===== src/rtl/i2c_rf_pkg.sv =====
package i2c_rf_pkg;

    localparam int BYTE_W = 8;
    localparam int OWN_W  = 7;

    typedef enum logic [2:0] {
        ST_IDLE,
        ST_ADDR,
        ST_ACK_A,
        ST_RX,
        ST_ACK_R,
        ST_TX,
        ST_TX_ACK
    } eng_st_e;

endpackage


===== src/rtl/i2c_rf_sync.sv =====
module i2c_rf_sync #(
    parameter int LINES  = 2,
    parameter int STAGES = 2
) (
    input  logic             clk,
    input  logic             rst_n,
    input  logic [LINES-1:0] async_i,
    output logic [LINES-1:0] sync_o,
    output logic [LINES-1:0] prev_o
);

    for (genvar l = 0; l < LINES; l++) begin : g_line
        logic [STAGES-1:0] chain_d, chain_q;
        logic              prev_d, prev_q;

        always_comb begin
            chain_d = {chain_q[STAGES-2:0], async_i[l]};
            prev_d  = chain_q[STAGES-1];
        end

        always_ff @(posedge clk or negedge rst_n) begin
            if (!rst_n) begin
                chain_q <= '1;
                prev_q  <= 1'b1;
            end else begin
                chain_q <= chain_d;
                prev_q  <= prev_d;
            end
        end

        assign sync_o[l] = chain_q[STAGES-1];
        assign prev_o[l] = prev_q;
    end

endmodule


===== src/rtl/i2c_rf_engine.sv =====
module i2c_rf_engine
    import i2c_rf_pkg::*;
(
    input  logic              clk,
    input  logic              rst_n,
    input  logic              scl_s,
    input  logic              scl_p,
    input  logic              sda_s,
    input  logic              sda_p,
    input  logic [OWN_W-1:0]  own_addr,
    input  logic              emu_en,
    input  logic [BYTE_W-1:0] tx_byte,
    output logic              sda_oe,
    output logic              addr_wr,
    output logic              addr_rd,
    output logic              bus_stop,
    output logic              rx_valid,
    output logic [BYTE_W-1:0] rx_byte,
    output logic              tx_req
);

    localparam int CNT_W = $clog2(BYTE_W + 1);
    localparam logic [CNT_W-1:0] FULL = CNT_W'(BYTE_W);

    typedef struct packed {
        eng_st_e           st;
        logic [CNT_W-1:0]  bits;
        logic [BYTE_W-1:0] sh;
        logic              rw;
        logic              mack;
        logic              oe;
    } eng_t;

    eng_t r_q, r_d;

    logic scl_rise, scl_fall, start_c, stop_c;

    assign scl_rise = scl_s & ~scl_p;
    assign scl_fall = ~scl_s & scl_p;
    assign start_c  = scl_s & scl_p & sda_p & ~sda_s;
    assign stop_c   = scl_s & scl_p & ~sda_p & sda_s;

    always_comb begin
        r_d      = r_q;
        addr_wr  = 1'b0;
        addr_rd  = 1'b0;
        bus_stop = 1'b0;
        rx_valid = 1'b0;
        tx_req   = 1'b0;
        if (start_c) begin
            r_d.st   = ST_ADDR;
            r_d.bits = '0;
            r_d.oe   = 1'b0;
        end else if (stop_c) begin
            r_d.st   = ST_IDLE;
            r_d.oe   = 1'b0;
            bus_stop = 1'b1;
        end else begin
            unique case (r_q.st)
                ST_ADDR: begin
                    if (scl_rise) begin
                        r_d.sh   = {r_q.sh[BYTE_W-2:0], sda_s};
                        r_d.bits = r_q.bits + 1'b1;
                    end else if (scl_fall && r_q.bits == FULL) begin
                        r_d.bits = '0;
                        if (r_q.sh[BYTE_W-1:1] == own_addr) begin
                            r_d.oe  = 1'b1;
                            r_d.rw  = r_q.sh[0];
                            r_d.st  = ST_ACK_A;
                            addr_wr = ~r_q.sh[0];
                            addr_rd = r_q.sh[0];
                        end else begin
                            r_d.st = ST_IDLE;
                        end
                    end
                end
                ST_ACK_A: begin
                    if (scl_fall) begin
                        r_d.bits = '0;
                        if (r_q.rw) begin
                            tx_req   = 1'b1;
                            r_d.sh   = tx_byte;
                            r_d.oe   = ~tx_byte[BYTE_W-1];
                            r_d.st   = ST_TX;
                        end else begin
                            r_d.oe   = 1'b0;
                            r_d.st   = ST_RX;
                        end
                    end
                end
                ST_RX: begin
                    if (scl_rise) begin
                        r_d.sh   = {r_q.sh[BYTE_W-2:0], sda_s};
                        r_d.bits = r_q.bits + 1'b1;
                    end else if (scl_fall && r_q.bits == FULL) begin
                        rx_valid = 1'b1;
                        r_d.oe   = emu_en;
                        r_d.bits = '0;
                        r_d.st   = ST_ACK_R;
                    end
                end
                ST_ACK_R: begin
                    if (scl_fall) begin
                        r_d.oe = 1'b0;
                        r_d.st = ST_RX;
                    end
                end
                ST_TX: begin
                    if (scl_rise) begin
                        r_d.bits = r_q.bits + 1'b1;
                    end else if (scl_fall) begin
                        if (r_q.bits == FULL) begin
                            r_d.oe = 1'b0;
                            r_d.st = ST_TX_ACK;
                        end else begin
                            r_d.sh = {r_q.sh[BYTE_W-2:0], 1'b0};
                            r_d.oe = ~r_q.sh[BYTE_W-2];
                        end
                    end
                end
                ST_TX_ACK: begin
                    if (scl_rise) begin
                        r_d.mack = ~sda_s;
                    end else if (scl_fall) begin
                        r_d.bits = '0;
                        if (r_q.mack) begin
                            tx_req = 1'b1;
                            r_d.sh = tx_byte;
                            r_d.oe = ~tx_byte[BYTE_W-1];
                            r_d.st = ST_TX;
                        end else begin
                            r_d.oe = 1'b0;
                            r_d.st = ST_IDLE;
                        end
                    end
                end
                default: begin
                    r_d.oe = 1'b0;
                end
            endcase
        end
    end

    always_ff @(posedge clk or negedge rst_n) begin
        if (!rst_n) begin
            r_q <= '{st: ST_IDLE, bits: '0, sh: '0, rw: 1'b0, mack: 1'b0, oe: 1'b0};
        end else begin
            r_q <= r_d;
        end
    end

    assign sda_oe  = r_q.oe;
    assign rx_byte = r_q.sh;


    oe_scl_low_chk: assert property (@(posedge clk) disable iff (!rst_n)
        !$stable(r_q.oe) |-> !$past(scl_s));


    addr_ack_chk: assert property (@(posedge clk) disable iff (!rst_n)
        (addr_wr || addr_rd) |=> sda_oe);


    idle_release_chk: assert property (@(posedge clk) disable iff (!rst_n)
        (r_q.st == ST_IDLE) |-> !sda_oe);

endmodule


===== src/rtl/i2c_rf_store.sv =====
module i2c_rf_store
    import i2c_rf_pkg::*;
#(
    parameter int ADDR_W = 8
) (
    input  logic              clk,
    input  logic              rst_n,
    input  logic              emu_en,
    input  logic              addr_wr,
    input  logic              addr_rd,
    input  logic              bus_stop,
    input  logic              rx_valid,
    input  logic [BYTE_W-1:0] rx_byte,
    input  logic              tx_req,
    output logic [BYTE_W-1:0] tx_byte,
    input  logic              watch_en,
    input  logic [ADDR_W-1:0] watch_start,
    input  logic [ADDR_W:0]   watch_size,
    output logic              wn_valid,
    output logic [ADDR_W-1:0] wn_addr,
    output logic [BYTE_W-1:0] wn_data
);

    localparam int DEPTH = 1 << ADDR_W;
    localparam int SUM_W = ADDR_W + 2;

    typedef struct packed {
        logic [ADDR_W-1:0] ptr;
        logic              load;
        logic              wn_v;
        logic [ADDR_W-1:0] wn_a;
        logic [BYTE_W-1:0] wn_d;
    } st_t;

    st_t r_q, r_d;
    logic [BYTE_W-1:0] mem_q [DEPTH];
    logic              mem_we;
    logic [SUM_W-1:0]  win_end;
    logic              win_ok, win_hit;

    always_comb begin
        win_end = SUM_W'(watch_start) + SUM_W'(watch_size);
        win_ok  = win_end <= SUM_W'(DEPTH);
        win_hit = watch_en && win_ok
                  && (SUM_W'(r_q.ptr) >= SUM_W'(watch_start))
                  && (SUM_W'(r_q.ptr) < win_end);
    end

    always_comb begin
        r_d      = r_q;
        r_d.wn_v = 1'b0;
        mem_we   = 1'b0;
        if (addr_wr) begin
            r_d.load = 1'b1;
        end
        if (addr_rd || bus_stop) begin
            r_d.load = 1'b0;
        end
        if (rx_valid && emu_en) begin
            if (r_q.load) begin
                r_d.ptr  = ADDR_W'(rx_byte);
                r_d.load = 1'b0;
            end else begin
                mem_we  = 1'b1;
                r_d.ptr = r_q.ptr + 1'b1;
                if (win_hit) begin
                    r_d.wn_v = 1'b1;
                    r_d.wn_a = r_q.ptr;
                    r_d.wn_d = rx_byte;
                end
            end
        end
        if (tx_req && emu_en) begin
            r_d.ptr = r_q.ptr + 1'b1;
        end
    end

    always_ff @(posedge clk or negedge rst_n) begin
        if (!rst_n) begin
            r_q <= '0;
        end else begin
            r_q <= r_d;
        end
    end

    always_ff @(posedge clk or negedge rst_n) begin
        if (!rst_n) begin
            for (int i = 0; i < DEPTH; i++) begin
                mem_q[i] <= '0;
            end
        end else if (mem_we) begin
            mem_q[r_q.ptr] <= rx_byte;
        end
    end

    assign tx_byte  = emu_en ? mem_q[r_q.ptr] : '0;
    assign wn_valid = r_q.wn_v;
    assign wn_addr  = r_q.wn_a;
    assign wn_data  = r_q.wn_d;


    wr_advance_chk: assert property (@(posedge clk) disable iff (!rst_n)
        (rx_valid && emu_en && !r_q.load) |=> (r_q.ptr == ADDR_W'($past(r_q.ptr) + 1'b1)));


    ptr_load_chk: assert property (@(posedge clk) disable iff (!rst_n)
        (rx_valid && emu_en && r_q.load) |=> (r_q.ptr == ADDR_W'($past(rx_byte)) && !wn_valid));


    rd_advance_chk: assert property (@(posedge clk) disable iff (!rst_n)
        (tx_req && emu_en) |=> (r_q.ptr == ADDR_W'($past(r_q.ptr) + 1'b1)));


    off_hold_chk: assert property (@(posedge clk) disable iff (!rst_n)
        (!emu_en && (rx_valid || tx_req)) |=> $stable(r_q.ptr));


    notify_pulse_chk: assert property (@(posedge clk) disable iff (!rst_n)
        wn_valid |=> !wn_valid);

endmodule


===== src/rtl/i2c_regfile_target.sv =====
module i2c_regfile_target
    import i2c_rf_pkg::*;
#(
    parameter int               ADDR_W         = 8,
    parameter int               SYNC_STAGES    = 2,
    parameter logic [OWN_W-1:0] RESET_OWN_ADDR = 7'h01
) (
    input  logic              clk,
    input  logic              rst_n,
    input  logic              scl_i,
    input  logic              sda_i,
    output logic              sda_oe_o,
    input  logic              emu_en_i,
    input  logic              own_addr_we_i,
    input  logic [OWN_W-1:0]  own_addr_i,
    input  logic              watch_en_i,
    input  logic [ADDR_W-1:0] watch_start_i,
    input  logic [ADDR_W:0]   watch_size_i,
    output logic              wnotify_o,
    output logic [ADDR_W-1:0] wnotify_addr_o,
    output logic [BYTE_W-1:0] wnotify_data_o
);

    logic [1:0]        line_s, line_p;
    logic [OWN_W-1:0]  own_d, own_q;
    logic              addr_wr, addr_rd, bus_stop, rx_valid, tx_req;
    logic [BYTE_W-1:0] rx_byte, tx_byte;

    i2c_rf_sync #(
        .LINES  (2),
        .STAGES (SYNC_STAGES)
    ) u_sync (
        .clk     (clk),
        .rst_n   (rst_n),
        .async_i ({scl_i, sda_i}),
        .sync_o  (line_s),
        .prev_o  (line_p)
    );

    always_comb begin
        own_d = own_addr_we_i ? own_addr_i : own_q;
    end

    always_ff @(posedge clk or negedge rst_n) begin
        if (!rst_n) begin
            own_q <= RESET_OWN_ADDR;
        end else begin
            own_q <= own_d;
        end
    end

    i2c_rf_engine u_engine (
        .clk      (clk),
        .rst_n    (rst_n),
        .scl_s    (line_s[1]),
        .scl_p    (line_p[1]),
        .sda_s    (line_s[0]),
        .sda_p    (line_p[0]),
        .own_addr (own_q),
        .emu_en   (emu_en_i),
        .tx_byte  (tx_byte),
        .sda_oe   (sda_oe_o),
        .addr_wr  (addr_wr),
        .addr_rd  (addr_rd),
        .bus_stop (bus_stop),
        .rx_valid (rx_valid),
        .rx_byte  (rx_byte),
        .tx_req   (tx_req)
    );

    i2c_rf_store #(
        .ADDR_W (ADDR_W)
    ) u_store (
        .clk         (clk),
        .rst_n       (rst_n),
        .emu_en      (emu_en_i),
        .addr_wr     (addr_wr),
        .addr_rd     (addr_rd),
        .bus_stop    (bus_stop),
        .rx_valid    (rx_valid),
        .rx_byte     (rx_byte),
        .tx_req      (tx_req),
        .tx_byte     (tx_byte),
        .watch_en    (watch_en_i),
        .watch_start (watch_start_i),
        .watch_size  (watch_size_i),
        .wn_valid    (wnotify_o),
        .wn_addr     (wnotify_addr_o),
        .wn_data     (wnotify_data_o)
    );


    own_load_chk: assert property (@(posedge clk) disable iff (!rst_n)
        own_addr_we_i |=> (own_q == $past(own_addr_i)));

endmodule


===== config.mk =====
export PLATFORM = sky130hd
export DESIGN_NAME = i2c_regfile_target
export DESIGN_NICKNAME = d
export VERILOG_FILES = /design/src/rtl/i2c_rf_pkg.sv /design/src/rtl/i2c_rf_sync.sv /design/src/rtl/i2c_rf_engine.sv /design/src/rtl/i2c_rf_store.sv /design/src/rtl/i2c_regfile_target.sv
export SDC_FILE = /design/constraint.sdc
export NUM_CORES = 2
export LEC_CHECK = 0
export BUFFER_PORTS_ARGS = -buffer_cell sky130_fd_sc_hd__buf_4
export CAP_MARGIN = 20
export CORE_MARGIN = 8
export CORE_UTILIZATION = 50
export CTS_CLUSTER_SIZE = 12
export DETAILED_ROUTE_END_ITERATION = 10
export PLACE_DENSITY = 0.62
export SYNTH_ARGS = -nofsm -noshare
export SYNTH_HDL_FRONTEND = slang
export SYNTH_SLANG_ARGS = --single-unit

===== constraint.sdc =====
create_clock -name clk -period 5.8 [get_ports clk]
set_input_delay 0.87 -clock clk [delete_from_list [all_inputs] [get_ports clk]]
set_output_delay 0.87 -clock clk [all_outputs]
set_load 0.01 [all_outputs]

==> results list <==
* Proportion of layout cells with a drive suffix above 1: 0.467
- Measured against the total synthesized area, the mux share comes to 0.345.
- Vias/cell: 6.25
- Setup total negative slack on the finished layout was measured at 0 ns.
* Maximum number of pins on one net before global-route repair: 205
- Before CTS, the worst setup slack after placement is 1.09 ns.
- Switch share: 0.279
* Hold_ws: -0.0311 ns
- Setup repair after global routing left no endpoint under its margin.
- XOR/XNOR Fraction of Synth Area: 0.000905
- From synthesis to final layout, the design area changed by 10.5%.
* Share of synthesized cell area in full adder, half adder and majority cells: 0.00396
* Power share of the clock group: 0.437
* Syn. warnings: 0
* Mapped Nets: 6,611
- PortBufs: 48
* Simple-gate share of the synthesized area: 0.0390
- The flow ran to the end, but the final reports show violations.
- In this run the tightest slew margin relative to its limit is 0.182.
- The worst register-to-register path begins at u_store.r_q[18]$_DFFE_PN0P_.
* Clock sink count: 2,105
* Startpoint types: flip-flop
- For this run, the leading register cell type out of synthesis is dfrtp_1.
- Summed over all cells, the static leakage comes to 49.7 nW.
- Maximum clock path buffer count: 3
* GR Util All Layers: 0.256
* Root buffer cell: clkbuf_16
- At the end of routability-driven placement, the weighted congestion stood at 0.857.
- Final number of hold-violating endpoints: 9
- For this configuration, the core starts out at a cell density of 0.503.
* Post-synthesis compound-gate area fraction: 0.0388
* Drt pass-1 iters: 7
* TritonCTS clock tree: yes
- For this run, the register share of the synthesized area comes to 0.545.
- Derived from the worst setup path, the maximum achievable clock frequency is 226 MHz.
- Type of the worst setup path: reg -> reg
* Min cycle time layout: 4.42 ns
- Number of buffers created by CTS: 219
- Setup violations remaining at the end of the flow were counted as 0.
* Wire length of the first global-routing pass: 406,000 µm
- Worst-path clk slew: 0.07 ns
- The floorplan step set the die height to 456 µm.
- For this block, the routed nets add up to 268,000 µm of wire.
- Max Slew Vio Count: 0
- The net count of the finished layout is 6,510.
- Across the run, the number of max-cap violations was 0.
- The floorplan has 161 rows.
- CTS built an H-tree with a depth of 4.
* Post-DP Area: 99,600 µm²
- Once layout is done, the placed cells without fillers occupy 107,000 µm².
- After synthesis the cells add up to 96,700 µm².
* Vias after detailed routing: 57,243
* Path class of the lowest-slack min-delay path: in -> async
* Combinational group share of total power: 0.089
* Post-synth EDFFs: 0
- Across the routed clock network, the largest skew measured is 0.0423 ns.
- After detailed routing, the number of remaining DRC violations is 0.
* Type of destination of the critical path: flip-flop
* Post-detailed-route count of antenna-violating nets: 0
* Sequential share of power: 0.474
- Cell area power density: 301 nW/µm²
- The final reports fail on hold timing.
- STA puts the critical path data arrival time at 5.15 ns.
* Core outline area: 192,000 µm²
- Avg Inst Size Synth: 14.8 µm²
* Pint: 0.0232 W
* Slew at the pin closest to its max-slew limit: 1.23 ns
- I/O pin count: 49
* Die Area: 208,000 µm²
* Dominant combinational cell family by area after synthesis: multiplexers
- Net Sw Power: 0.00897 W
* Die outline width: 456 µm
- Fraction of synthesis flops using an asynchronous set or reset pin: 1.00
- Reg-to-reg critical path endpoint: u_engine.rx_byte[6]$_DFFE_PN0P_
- Worst Setup Slack, final: 1.38 ns
* Worst-case register-to-register setup slack: 1.38 ns
- Hpwl dp: 169,000 µm
* Number of global-route vias before repair: 59,090
* Most common library cell in the layout ignoring fill and taps: dfrtp_1
- Summed over all layers, the global routing overflow is 0.
- Synthesis inferred 2,105 register bits.
- In this run, post-CTS hold repair placed 0 buffers.
- Antenna violations before repair: 9
- Of the available clock period, the critical path in the final layout requires 0.762.
- Number of cells on the worst reg-to-reg path: 9
- Of all nets on the critical path, the largest fanout is 36.
- In the synthesized netlist, the number of instances is 6,550.
* Maximum vdd drop: 337 µV
* Routed wirelength normalized by instance count: 29.2 µm
- Data on the critical path is required at its endpoint by 6.53 ns.
* Post-CTS Setup Repair Bufs: 0
* Commonest non-fill, non-tap cells in the layout: dfrtp_1, mux2_2, mux4_2, nand2_1, o21ai_0
- Post_cts resized: 0
- Worst skew pair latency: 0.86 ns
- After synthesis, the netlist uses 71 different library cells.
- 1st-iter DRT viols: 4,916
-- Yosys cell counts (6+ instances only) --
master | number | area, µm²
a31oi_1 | 7 | 43.8
dfrtp_1 | 2098 | 52500
clkbuf_1 | 411 | 1540
a22oi_1 | 74 | 556
xor2_1 | 7 | 61.3
o2111ai_1 | 6 | 52.6
nor2_2 | 44 | 275
dfstp_2 | 7 | 184
inv_1 | 24 | 90.1
o22ai_1 | 20 | 125
a21oi_1 | 56 | 280
a22o_1 | 35 | 307
nor2_1 | 86 | 323
and2_1 | 23 | 144
mux4_2 | 558 | 12600
buf_2 | 65 | 325
nand2_1 | 468 | 1760
buf_6 | 15 | 169
nand2b_1 | 10 | 62.6
nand3_1 | 44 | 220
mux2_2 | 1827 | 20600
a211oi_1 | 8 | 60.1
nor2b_1 | 14 | 87.6
o21ai_0 | 306 | 1530
nor3_2 | 9 | 90.1
a21o_1 | 9 | 67.6
ha_1 | 29 | 363
nor3_1 | 15 | 75.1
mux2i_1 | 27 | 270
and3_1 | 11 | 68.8
nand4_1 | 16 | 100
nor2_4 | 40 | 450
buf_4 | 55 | 413
a221oi_1 | 35 | 307
buf_1 | 19 | 71.3
-- worst max-delay path, stage by stage (launching register included) --
cell      delay [ns]
dfrtp_4         1.04
buf_4           0.49
buf_4           0.35
mux4_2          0.54
mux4_2          0.52
a22o_1          0.25
a211oi_1        0.57
o21ai_0         0.17
a21oi_1         0.20
o21ai_0         0.10
-- worst max path at each step --
stage,startpoint,to,cells after the start
finish,u_store.r_q[18]$_DFFE_PN0P_,u_engine.rx_byte[6]$_DFFE_PN0P_,9
global route,u_store.r_q[18]$_DFFE_PN0P_,u_engine.rx_byte[0]$_DFFE_PN0P_,10
CTS,u_store.r_q[18]$_DFFE_PN0P_,u_engine.rx_byte[0]$_DFFE_PN0P_,10
detailed placement,watch_start_i[0],u_store.wn_addr[5]$_DFFE_PN0P_,16
global placement,watch_start_i[0],u_store.wn_addr[5]$_DFFE_PN0P_,16
floorplan,watch_start_i[0],u_store.wn_addr[4]$_DFFE_PN0P_,15
-- per-layer routing --
layer | vias to the layer above | global-route usage | part of all wire
met5 | - | 0 | 0
met3 | 453 | 0.0511 | 0.061
met4 | 0 | 0.0811 | 0.035
met2 | 1632 | 0.404 | 0.47
met1 | 31123 | 0.360 | 0.43
li1 | 24035 | - | -
-- area by class of cell --
| type | count | area [µm²] |
|---|---|---|
| Fill cell | 15380 | 85500 |
| Sequential cell | 2105 | 52700 |
| Multi-Input combinational cell | 3854 | 41500 |
| Clock buffer | 358 | 6720 |
| Tap cell | 2526 | 3160 |
| Timing Repair Buffer | 244 | 2210 |
| Clock inverter | 43 | 503 |
| Inverter | 25 | 103 |
| Antenna cell | 4 | 10.0 |
-- through the flow --
stage | util | total power (W) | cells
2_1_floorplan | - | 0.0168 | 6550
3_3_place_gp | 0.518 | 0.0183 | 8751
3_5_place_dp | 0.518 | 0.0184 | 8753
4_1_cts | 0.555 | 0.0325 | 9154
5_1_grt | 0.556 | 0.0333 | 9156
6_report | 0.556 | 0.0322 | 9159
-- power groups by stage --
stage                     registers (W)  clock network (W)  logic [W]
final                            0.0153             0.0141    0.00288
after global routing             0.0153             0.0149    0.00308
after CTS                        0.0153             0.0143    0.00289
after detailed placement         0.0155                  0    0.00288
after global placement           0.0155                  0    0.00282
after floorplan                  0.0150                  0    0.00173
-- logic make-up (layout without fill, tap and decap cells) --
logic type,Yosys count,after routing
mux,2413,2413
flops,2105,2105
simple gates,797,797
compound gates,604,604
buf+inv,591,670
fa+ha+maj,30,30
xor+xnor,10,10
other cells,0,4
-- registers in the layout, indices dropped and copies added (netlist names) --
register and flops:
own_q 7, u_engine.r_q 9, u_engine.rx_byte 8, u_engine.sda_oe 1, u_store.mem_q 2048, u_store.r_q 9, u_store.wn_addr 8, u_store.wn_data 8
u_store.wn_valid 1, u_sync.g_line.chain_q 4, u_sync.g_line.prev_q 2
No activity file was read; power rests on OpenSTA's default activity.
